**config.mk**
```make
export PLATFORM = sky130hd
export DESIGN_NAME = pf_issuer
export DESIGN_NICKNAME = d
export VERILOG_FILES = /design/src/rtl/pf_pkg.sv /design/src/rtl/pf_fifo.sv /design/src/rtl/pf_miss_table.sv /design/src/rtl/pf_issuer.sv
export SDC_FILE = /design/constraint.sdc
export NUM_CORES = 1
export LEC_CHECK = 0
export BUFFER_PORTS_ARGS = -buffer_cell sky130_fd_sc_hd__buf_4
export CAP_MARGIN = 30
export CELL_PAD_IN_SITES_DETAIL_PLACEMENT = 1
export CELL_PAD_IN_SITES_GLOBAL_PLACEMENT = 2
export CORE_MARGIN = 2
export CORE_UTILIZATION = 40
export DETAILED_ROUTE_END_ITERATION = 8
export PLACE_DENSITY = 0.8
export SLEW_MARGIN = 25
export SYNTH_ARGS = -nofsm -noshare
export SYNTH_HDL_FRONTEND = slang
export SYNTH_SLANG_ARGS = --single-unit
export TNS_END_PERCENT = 50
```
**constraint.sdc**
```tcl
create_clock -name clk_i -period 5 [get_ports clk_i]
set_input_delay 1 -clock clk_i [delete_from_list [all_inputs] [get_ports clk_i]]
set_output_delay 1 -clock clk_i [all_outputs]
set_load 0.03 [all_outputs]
```
**src/rtl/pf_pkg.sv**
```systemverilog
package pf_pkg;
  typedef enum logic [1:0] {
    ACC_LOAD   = 2'd0,
    ACC_STORE  = 2'd1,
    ACC_ATOMIC = 2'd2
  } acc_kind_e;
endpackage

```
**src/rtl/pf_fifo.sv**
```systemverilog
module pf_fifo #(
  parameter int LINE_W = 26,
  parameter int DEPTH  = 4
) (
  input  logic              clk_i,
  input  logic              rst_ni,
  input  logic              push_i,
  input  logic [LINE_W-1:0] push_line_i,
  input  logic              push_excl_i,
  input  logic              pop_i,
  output logic [LINE_W-1:0] head_line_o,
  output logic              head_excl_o,
  output logic              empty_o,
  output logic              full_o,
  input  logic [LINE_W-1:0] qry_line_i,
  output logic              qry_hit_o
);
  localparam int PW = (DEPTH > 1) ? $clog2(DEPTH) : 1;

  logic [LINE_W-1:0] line_q [DEPTH];
  logic              excl_q [DEPTH];
  logic [PW-1:0]     rd_q, wr_q;
  logic [PW:0]       cnt_q;

  assign empty_o     = (cnt_q == '0);
  assign full_o      = (cnt_q == (PW+1)'(DEPTH));
  assign head_line_o = line_q[rd_q];
  assign head_excl_o = excl_q[rd_q];

  // compare the query against every occupied slot
  always_comb begin
    logic [PW-1:0] rel;
    qry_hit_o = 1'b0;
    for (int i = 0; i < DEPTH; i++) begin
      rel = PW'(i) - rd_q;
      if (({1'b0, rel} < cnt_q) && (line_q[i] == qry_line_i)) qry_hit_o = 1'b1;
    end
  end

  always_ff @(posedge clk_i or negedge rst_ni) begin
    if (!rst_ni) begin
      rd_q  <= '0;
      wr_q  <= '0;
      cnt_q <= '0;
      for (int i = 0; i < DEPTH; i++) begin
        line_q[i] <= '0;
        excl_q[i] <= 1'b0;
      end
    end else begin
      if (push_i) begin
        line_q[wr_q] <= push_line_i;
        excl_q[wr_q] <= push_excl_i;
        wr_q         <= (wr_q == PW'(DEPTH-1)) ? '0 : wr_q + 1'b1;
      end
      if (pop_i) rd_q <= (rd_q == PW'(DEPTH-1)) ? '0 : rd_q + 1'b1;
      cnt_q <= cnt_q + (PW+1)'(push_i) - (PW+1)'(pop_i);
    end
  end


  pop_empty_chk: assert property (@(posedge clk_i) disable iff (!rst_ni)
    pop_i |-> !empty_o);

  push_full_chk: assert property (@(posedge clk_i) disable iff (!rst_ni)
    push_i |-> !full_o);
endmodule

```
**src/rtl/pf_miss_table.sv**
```systemverilog
module pf_miss_table #(
  parameter int LINE_W  = 26,
  parameter int ENTRIES = 4
) (
  input  logic              clk_i,
  input  logic              rst_ni,
  input  logic              alloc_i,
  input  logic [LINE_W-1:0] alloc_line_i,
  input  logic              alloc_excl_i,
  output logic              full_o,
  input  logic [LINE_W-1:0] trig_line_i,
  output logic              trig_hit_o,
  input  logic              dmd_valid_i,
  input  logic [LINE_W-1:0] dmd_line_i,
  output logic              dmd_hit_o,
  input  logic              rsp_valid_i,
  input  logic [LINE_W-1:0] rsp_line_i,
  output logic              rsp_hit_o,
  output logic              rsp_excl_o,
  output logic              rsp_merged_o
);
  localparam int IW = (ENTRIES > 1) ? $clog2(ENTRIES) : 1;

  logic [ENTRIES-1:0] vld_q, excl_q, mrg_q;
  logic [LINE_W-1:0]  line_q [ENTRIES];
  logic [ENTRIES-1:0] trig_m, dmd_m, rsp_m, alloc_m;
  logic [IW-1:0]      free_idx;

  for (genvar g = 0; g < ENTRIES; g++) begin : g_cmp
    assign trig_m[g]  = vld_q[g] && (line_q[g] == trig_line_i);
    assign dmd_m[g]   = vld_q[g] && dmd_valid_i && (line_q[g] == dmd_line_i);
    assign rsp_m[g]   = vld_q[g] && rsp_valid_i && (line_q[g] == rsp_line_i);
    assign alloc_m[g] = vld_q[g] && (line_q[g] == alloc_line_i);
  end

  assign full_o     = &vld_q;
  assign trig_hit_o = |trig_m;
  assign dmd_hit_o  = |dmd_m;
  assign rsp_hit_o  = |rsp_m;
  assign rsp_excl_o   = |(rsp_m & excl_q);
  assign rsp_merged_o = |(rsp_m & mrg_q);

  always_comb begin
    free_idx = '0;
    for (int i = ENTRIES-1; i >= 0; i--) if (!vld_q[i]) free_idx = IW'(i);
  end

  always_ff @(posedge clk_i or negedge rst_ni) begin
    if (!rst_ni) begin
      vld_q  <= '0;
      excl_q <= '0;
      mrg_q  <= '0;
      for (int i = 0; i < ENTRIES; i++) line_q[i] <= '0;
    end else begin
      for (int i = 0; i < ENTRIES; i++) begin
        if (rsp_m[i])      vld_q[i] <= 1'b0;
        else if (dmd_m[i]) mrg_q[i] <= 1'b1;
      end
      if (alloc_i) begin
        vld_q[free_idx]  <= 1'b1;
        line_q[free_idx] <= alloc_line_i;
        excl_q[free_idx] <= alloc_excl_i;
        mrg_q[free_idx]  <= 1'b0;
      end
    end
  end


  alloc_dup_chk: assert property (@(posedge clk_i) disable iff (!rst_ni)
    alloc_i |-> (alloc_m == '0));

  single_match_chk: assert property (@(posedge clk_i) disable iff (!rst_ni)
    $countones(rsp_m) <= 1);

  alloc_full_chk: assert property (@(posedge clk_i) disable iff (!rst_ni)
    alloc_i |-> !full_o);
endmodule

```
**src/rtl/pf_issuer.sv**
```systemverilog
module pf_issuer
  import pf_pkg::*;
#(
  parameter int LINE_W      = 26,
  parameter int FIFO_DEPTH  = 4,
  parameter int MISS_N      = 4,
  parameter bit INVAL_BASED = 1'b1
) (
  input  logic              clk_i,
  input  logic              rst_ni,
  input  logic              trig_valid_i,
  input  logic [LINE_W-1:0] trig_line_i,
  input  logic [1:0]        trig_kind_i,
  output logic              trig_ready_o,
  output logic              probe_valid_o,
  output logic [LINE_W-1:0] probe_line_o,
  input  logic              probe_hit_i,
  output logic              mem_valid_o,
  output logic [LINE_W-1:0] mem_line_o,
  output logic              mem_excl_o,
  input  logic              mem_ready_i,
  input  logic              rsp_valid_i,
  input  logic [LINE_W-1:0] rsp_line_i,
  output logic              fill_valid_o,
  output logic [LINE_W-1:0] fill_line_o,
  output logic              fill_excl_o,
  input  logic              dmd_valid_i,
  input  logic [LINE_W-1:0] dmd_line_i,
  output logic              dmd_merge_o,
  output logic              dmd_done_o,
  output logic [LINE_W-1:0] dmd_done_line_o
);
  logic              trig_excl, wanted, dup, push, pop, alloc;
  logic              fifo_empty, fifo_full, fifo_hit, head_excl;
  logic [LINE_W-1:0] head_line;
  logic              tbl_full, tbl_trig_hit, tbl_dmd_hit;
  logic              tbl_rsp_hit, tbl_rsp_excl, tbl_rsp_merged;

  assign trig_excl = (trig_kind_i != ACC_LOAD);
  // exclusive prefetch only makes sense under invalidation coherence
  assign wanted    = INVAL_BASED || !trig_excl;
  assign dup       = fifo_hit || tbl_trig_hit;

  assign trig_ready_o = !fifo_full;
  assign push         = trig_valid_i && !fifo_full && wanted && !dup;

  assign probe_valid_o = !fifo_empty;
  assign probe_line_o  = head_line;
  assign mem_valid_o   = !fifo_empty && !probe_hit_i && !tbl_full;
  assign mem_line_o    = head_line;
  assign mem_excl_o    = head_excl;
  assign alloc         = mem_valid_o && mem_ready_i;
  assign pop           = !fifo_empty && (probe_hit_i || (!tbl_full && mem_ready_i));

  assign fill_valid_o    = rsp_valid_i && tbl_rsp_hit;
  assign fill_line_o     = rsp_line_i;
  assign fill_excl_o     = tbl_rsp_excl;
  assign dmd_merge_o     = tbl_dmd_hit;
  assign dmd_done_o      = fill_valid_o &&
                           (tbl_rsp_merged || (tbl_dmd_hit && (dmd_line_i == rsp_line_i)));
  assign dmd_done_line_o = rsp_line_i;

  pf_fifo #(.LINE_W(LINE_W), .DEPTH(FIFO_DEPTH)) fifo_i (
    .clk_i, .rst_ni,
    .push_i(push), .push_line_i(trig_line_i), .push_excl_i(trig_excl),
    .pop_i(pop), .head_line_o(head_line), .head_excl_o(head_excl),
    .empty_o(fifo_empty), .full_o(fifo_full),
    .qry_line_i(trig_line_i), .qry_hit_o(fifo_hit)
  );

  pf_miss_table #(.LINE_W(LINE_W), .ENTRIES(MISS_N)) tbl_i (
    .clk_i, .rst_ni,
    .alloc_i(alloc), .alloc_line_i(head_line), .alloc_excl_i(head_excl),
    .full_o(tbl_full),
    .trig_line_i(trig_line_i), .trig_hit_o(tbl_trig_hit),
    .dmd_valid_i(dmd_valid_i), .dmd_line_i(dmd_line_i), .dmd_hit_o(tbl_dmd_hit),
    .rsp_valid_i(rsp_valid_i), .rsp_line_i(rsp_line_i), .rsp_hit_o(tbl_rsp_hit),
    .rsp_excl_o(tbl_rsp_excl), .rsp_merged_o(tbl_rsp_merged)
  );


  req_hold_chk: assert property (@(posedge clk_i) disable iff (!rst_ni)
    (mem_valid_o && !mem_ready_i && !probe_hit_i) |=>
      (mem_valid_o && $stable(mem_line_o) && $stable(mem_excl_o)));

  upd_excl_chk: assert property (@(posedge clk_i) disable iff (!rst_ni)
    (mem_valid_o && !INVAL_BASED) |-> !mem_excl_o);

  done_fill_chk: assert property (@(posedge clk_i) disable iff (!rst_ni)
    dmd_done_o |-> fill_valid_o);
endmodule

```
After elaboration in Yosys (flattened, before gate mapping). Index checks and enable logic that the tools add are counted.

Add/subtract/negate cells: 8. Reduce and logical (&&, ||, !) cells: 53. Multiplexer cells: 42. Equal/unequal tests: 20. Magnitude comparators: 11. Bitwise operators: 8.

Operator list (number): $eq 26x26->1 (17); $bwmux 104 (2); $demux 26 s2 (2); $mux 26 (4); $bmux 26 s2 (1); $logic_and 1x1->1 (37); $mux 1 (20); $reduce_or 4->1 (5); $and 4x4->4 (3); $lt 2x3->1 (4); $mux 2 (6); $ge 3x3->1 const B (3); $not 2->3 (3); $bwmux 4 (2); $mux 4 (2); $lt 3x1->1 const B (2); $logic_not 1->1 (5); $add 2x1->2 const B (2); $demux 1 s2 (2); $eq 2x2->1 const B (2); $not 4->4 (1); $or 4x4->4 (1); $reduce_and 4->1 (1); $sub 1x2->2 const A (2); other kinds (10) (13).

Flip-flop bits (word level): 231. Logic and storage cells: 160. Input bits: 87. Output and inout bits: 112.

Depth between registers and ports, before layout.
Word-level depth: 12. Mapped depth: 17. Gate-level depth less buffers: 15.

Hierarchy. Synthesis repeated with hierarchy kept, for this count alone.

Cells, all modules: 1314. Area total of the unflattened synthesis: 15195.8 um^2.

By module, submodules not included: pf_miss_table (cells each 732, area an instance 7998.9 um^2, instances 1); pf_fifo (cells each 457, area an instance 6263.5 um^2, instances 1); pf_issuer (cells each 125, area an instance 933.4 um^2, instances 1).

Worst setup path after synthesis. Ideal clock, no wire load.

Kind: input port to output port. Start: in dmd_line_i[7]. End: out dmd_done_o. Required time: 4.000 ns. Path buffers: 1. Arrival time: 2.948 ns. Stages on the path: 8. Path slack: 1.052 ns. Path through: clkbuf_1 -> xor2_1 -> nor4_1 -> nand4_1 -> nor4_1 -> or4_1 -> and3_1 -> o41a_1.

Word-level cells in the longest chain between the ends: 6.

Ends and longest elaborated chain: start: declaration (RTL line pf_issuer.sv:28) `input logic [LINE_W-1:0] dmd_line_i,`; $eq 26x26->1 (RTL line pf_miss_table.sv:31) `assign dmd_m[g] = vld_q[g] && dmd_valid_i && (line_q[g] == dmd_line_i);`; $logic_and 1x1->1 (RTL line pf_miss_table.sv:31); $reduce_or 4->1 (*) (RTL line pf_miss_table.sv:38) `assign dmd_hit_o = |dmd_m;`; named net dmd_merge_o (RTL line pf_issuer.sv:29) `output logic dmd_merge_o,`; $logic_and 1x1->1 (*) (RTL line pf_issuer.sv:60) `(tbl_rsp_merged || (tbl_dmd_hit && (dmd_line_i == rsp_line_i)));`; $logic_or 1x1->1 (*) (RTL line pf_issuer.sv:60); $logic_and 1x1->1 (*) (RTL line pf_issuer.sv:59) `assign dmd_done_o = fill_valid_o &&`; end: declaration (RTL line pf_issuer.sv:30) `output logic dmd_done_o,`.

Mark *: on every way through the listed nets, which the timed path passes. The rest lies on a longest branch.

Worst setup path after layout.
Start: in dmd_line_i[14]. End: out dmd_done_o.

Word-level cells in the longest chain between the ends: 6.

Ends and longest elaborated chain (RTL line): $eq 26x26->1 (pf_miss_table.sv:31); $logic_and 1x1->1 (pf_miss_table.sv:31); $reduce_or 4->1 (pf_miss_table.sv:38); $logic_and 1x1->1 (*) (pf_issuer.sv:60); $logic_or 1x1->1 (*) (pf_issuer.sv:60); $logic_and 1x1->1 (*) (pf_issuer.sv:59).

Mark *: on every way between the ends. The rest lies on a longest branch, timed or not.

==> flow_metrics.env <==
export IMPL_row_count=72
export IMPL_slowest_stage="nor4_1"
export IMPL_cts_root_buf="clkbuf_16"
export IMPL_cts_tree="built"
export IMPL_drv_cap=0
export IMPL_slew_headroom=0.3884
export IMPL_grt_usage=0.3023
export IMPL_cp_end_kind="output port"
export IMPL_critPathLaunchType="primary input"
export IMPL_yosys_warnings=0
export IMPL_die_y_um=202.6
export IMPL_wirelength_um=61970
export IMPL_die_area_mm2=0.04103
export IMPL_post_synth_top_count_cell="xnor2_1"
export IMPL_drc=0
export IMPL_firstDrtPassIters=5
export IMPL_irDropWorstVdd_uv=549.6
export IMPL_gp_congestion=0.9673
export IMPL_htree_levels=1
export IMPL_cts_repair_resized=0
export IMPL_numCtsBuffers=27
export IMPL_grt_pass1_wl_um=88350
export IMPL_synth_top_area_frac=0.3666
export IMPL_die_width_um=202.6
export IMPL_crit_path_max_fanout=5
export IMPL_finalMaxSlewViolations=0
export IMPL_core_mm2=0.03883
export IMPL_pin_count=199
export IMPL_clock_fmax_ghz=0.2350
export IMPL_synth_area_top_cells="dfrtp_1, xnor2_1, xor2_1"
export IMPL_finalCritPeriodShare=0.8510
export IMPL_setup_tns_ps=0
export IMPL_ys_ff_latch=231
export IMPL_clk_pin_slew_worst_paths_ps=60
export IMPL_wire_per_inst_um=31.58
export IMPL_final_nets=1522
export IMPL_status="finished clean"
export IMPL_worst_pin_slew_ps=910.4
export IMPL_dpl_hpwl_um=47510
export IMPL_slowest_delay_ps=600
export IMPL_setup_viol=0
export IMPL_vias_per_cell=5.645
export IMPL_finalCriticalPeriod_ps=4255
export IMPL_synth_nets=1455
export IMPL_syn_inst=1356
export IMPL_synth_area_mm2=0.01577
export IMPL_initial_core_util=0.4062
export IMPL_grt_max_degree=130
export IMPL_worstHoldPathType="primary input to asynchronous set/reset pin"
export IMPL_vias=11076
export IMPL_antenna_found_initial=2
export IMPL_first_iter_violations=641
export IMPL_async_reset_ff_frac=1.000
export IMPL_area_growth_pct=14.56
export IMPL_synth_edf_count=0
export IMPL_hold_violations=0
export IMPL_cts_buffer_depth=3
export IMPL_yosysSeqAreaShare=0.3666
export IMPL_ant_nets=0
export IMPL_synth_top_cell_by_area="dfrtp_1"
export IMPL_rsz0062_at_grt="no"
export IMPL_cts_setup_buffers=0
export IMPL_cellPowerDensity_mw_per_mm2=756.1
export IMPL_cp_required_ps=4000
export IMPL_place_inst=1911
export IMPL_critPathKind="primary input to output port"
export IMPL_synth_area_per_cell_um2=11.63
export IMPL_crit_arrival_ps=3260
export IMPL_ys_types=39
export IMPL_ys_top_cells_by_count="xnor2_1, dfrtp_1, xor2_1, mux2_2, buf_4"
export IMPL_holdBufCountCts=0
export IMPL_overflow=0
export IMPL_synth_ff_type="dfrtp_1"
export IMPL_leakagePower_nw=7.688
export IMPL_grt_pass1_vias=12018
export IMPL_cts_sinks=231
export IMPL_clkLatencyLatePin_ps=560
export IMPL_layout_cells_non_filler=1962
export IMPL_layout_drive_gt1_share=0.3576
export IMPL_io_buffers=198
export IMPL_skew_ps=22.91
export IMPL_cp_cell_sequence="buf_4 -> xor2_1 -> nor4_1 -> nand4_1 -> nor4_1 -> or4_1 -> and3_1 -> o41a_1 -> buf_4"
[flip-flops by register name (all words and copies together), names as in the netlist]
name and count:
fifo_i.cnt_q 3, fifo_i.excl_q 4, fifo_i.line_q 104, fifo_i.rd_q 2, fifo_i.wr_q 2, tbl_i.excl_q 4
tbl_i.line_q 104, tbl_i.mrg_q 4, tbl_i.vld_q 4
[per-stage QoR]
stage / utilization / setup WS [ps] / area (µm²) / hold WS (ps) / power (mW)
global route: 0.4653 / 692.4 / 18070 / 368.1 / 14.20
floorplan: - / 1052 / 15770 / 454.4 / 8.668
CTS: 0.4645 / 742.8 / 18040 / 507.0 / 13.69
finish: 0.4653 / 744.8 / 18070 / 361.9 / 13.66
detailed placement: 0.4384 / 476.2 / 17020 / 484.8 / 11.35
global placement: 0.4384 / 537.2 / 17020 / 475.8 / 11.23
[cell usage in the layout, fill, tap and decap left out, types with 2 or more instances in the layout]
cell / Yosys / final
xnor2_1: 246 / 246
dfrtp_1: 231 / 230
buf_4: 103 / 217
xor2_1: 197 / 197
mux2_2: 131 / 131
mux2_4: 80 / 80
nand4_1: 63 / 63
nor4_1: 59 / 59
mux4_2: 27 / 27
clkbuf_16: 0 / 27
nand3_1: 20 / 20
inv_1: 17 / 17
nor2_1: 14 / 14
nand2_1: 12 / 12
nor3_1: 13 / 11
ha_1: 11 / 11
a21oi_1: 10 / 10
bufinv_16: 0 / 7
mux2_1: 6 / 6
clkbuf_8: 0 / 6
clkbuf_1: 67 / 6
o2111ai_1: 5 / 5
a21o_1: 4 / 4
nand3_4: 4 / 4
buf_12: 0 / 4
or4_1: 3 / 3
o21ai_0: 3 / 3
nor3_2: 0 / 2
nor4_4: 2 / 2
[final cells by class]
| type | instances | area [µm²] |
|---|---|---|
| fill | 4103 | 20760 |
| antenna | 1 | 2.502 |
| inverter | 17 | 63.81 |
| clock inverter | 10 | 235.2 |
| clock buffer | 39 | 780.7 |
| multi-input combinational | 923 | 8802 |
| tap | 518 | 648.1 |
| timing repair buffer | 223 | 1752 |
| sequential | 231 | 5782 |
[routing by layer]
layer | routed length [µm] | GRT usage
met1 | 24540 | 0.3691
met2 | 30510 | 0.5205
met3 | 2780 | 0.03002
met4 | 4146 | 0.1757
met5 | 0 | 0
[critical path, delay by kind of cell]
kind / cells / cell delay (ps)
compound gates: 1 / 130
xor+xnor: 1 / 150
simple gates: 5 / 1680
buf+inv: 2 / 300
[where the power goes]
part | total, mW | internal, mW | switching, mW
Combinational | 7.08 | 3.16 | 3.92
Clock | 2.26 | 1.44 | 0.819
Sequential | 4.32 | 2.77 | 1.54
Total | 13.7 | 7.38 | 6.28
[cells by family (layout without fill, tap and decap cells)]
family                     after synthesis  after routing  synth area share
AOI/OAI and AO/OA                       27             27           0.01150
xor gates and xnor gates               443            443            0.2460
adders and majority gates               12             12          0.009997
buffers and inverters                  202            289           0.07664
DFF                                    231            231            0.3666
muxes                                  244            244            0.2126
other                                    0              1                 0
and+or+nand+nor                        197            197           0.07672
[worst paths after layout]
kind / slack (ps) / end / depth (start not counted) / startpoint
max: 740 / dmd_done_o / 9 / dmd_line_i[14]
min: 360 / fifo_i.line_q[4]$_DFFE_PN0P_ / 1 / rst_ni
max reg2reg: 960 / fifo_i.cnt_q[2]$_DFF_PN0_ / 15 / fifo_i.rd_q[1]$_DFFE_PN0P_
min reg2reg: 500 / tbl_i.mrg_q[2]$_DFF_PN0_ / 2 / tbl_i.mrg_q[2]$_DFF_PN0_
max in group asynchronous: 3400 / tbl_i.line_q[92]$_DFFE_PN0P_ / 3 / rst_ni
min in group clk_i: 500 / tbl_i.mrg_q[2]$_DFF_PN0_ / 2 / tbl_i.mrg_q[2]$_DFF_PN0_
No activity file was read; power rests on OpenSTA's default activity.
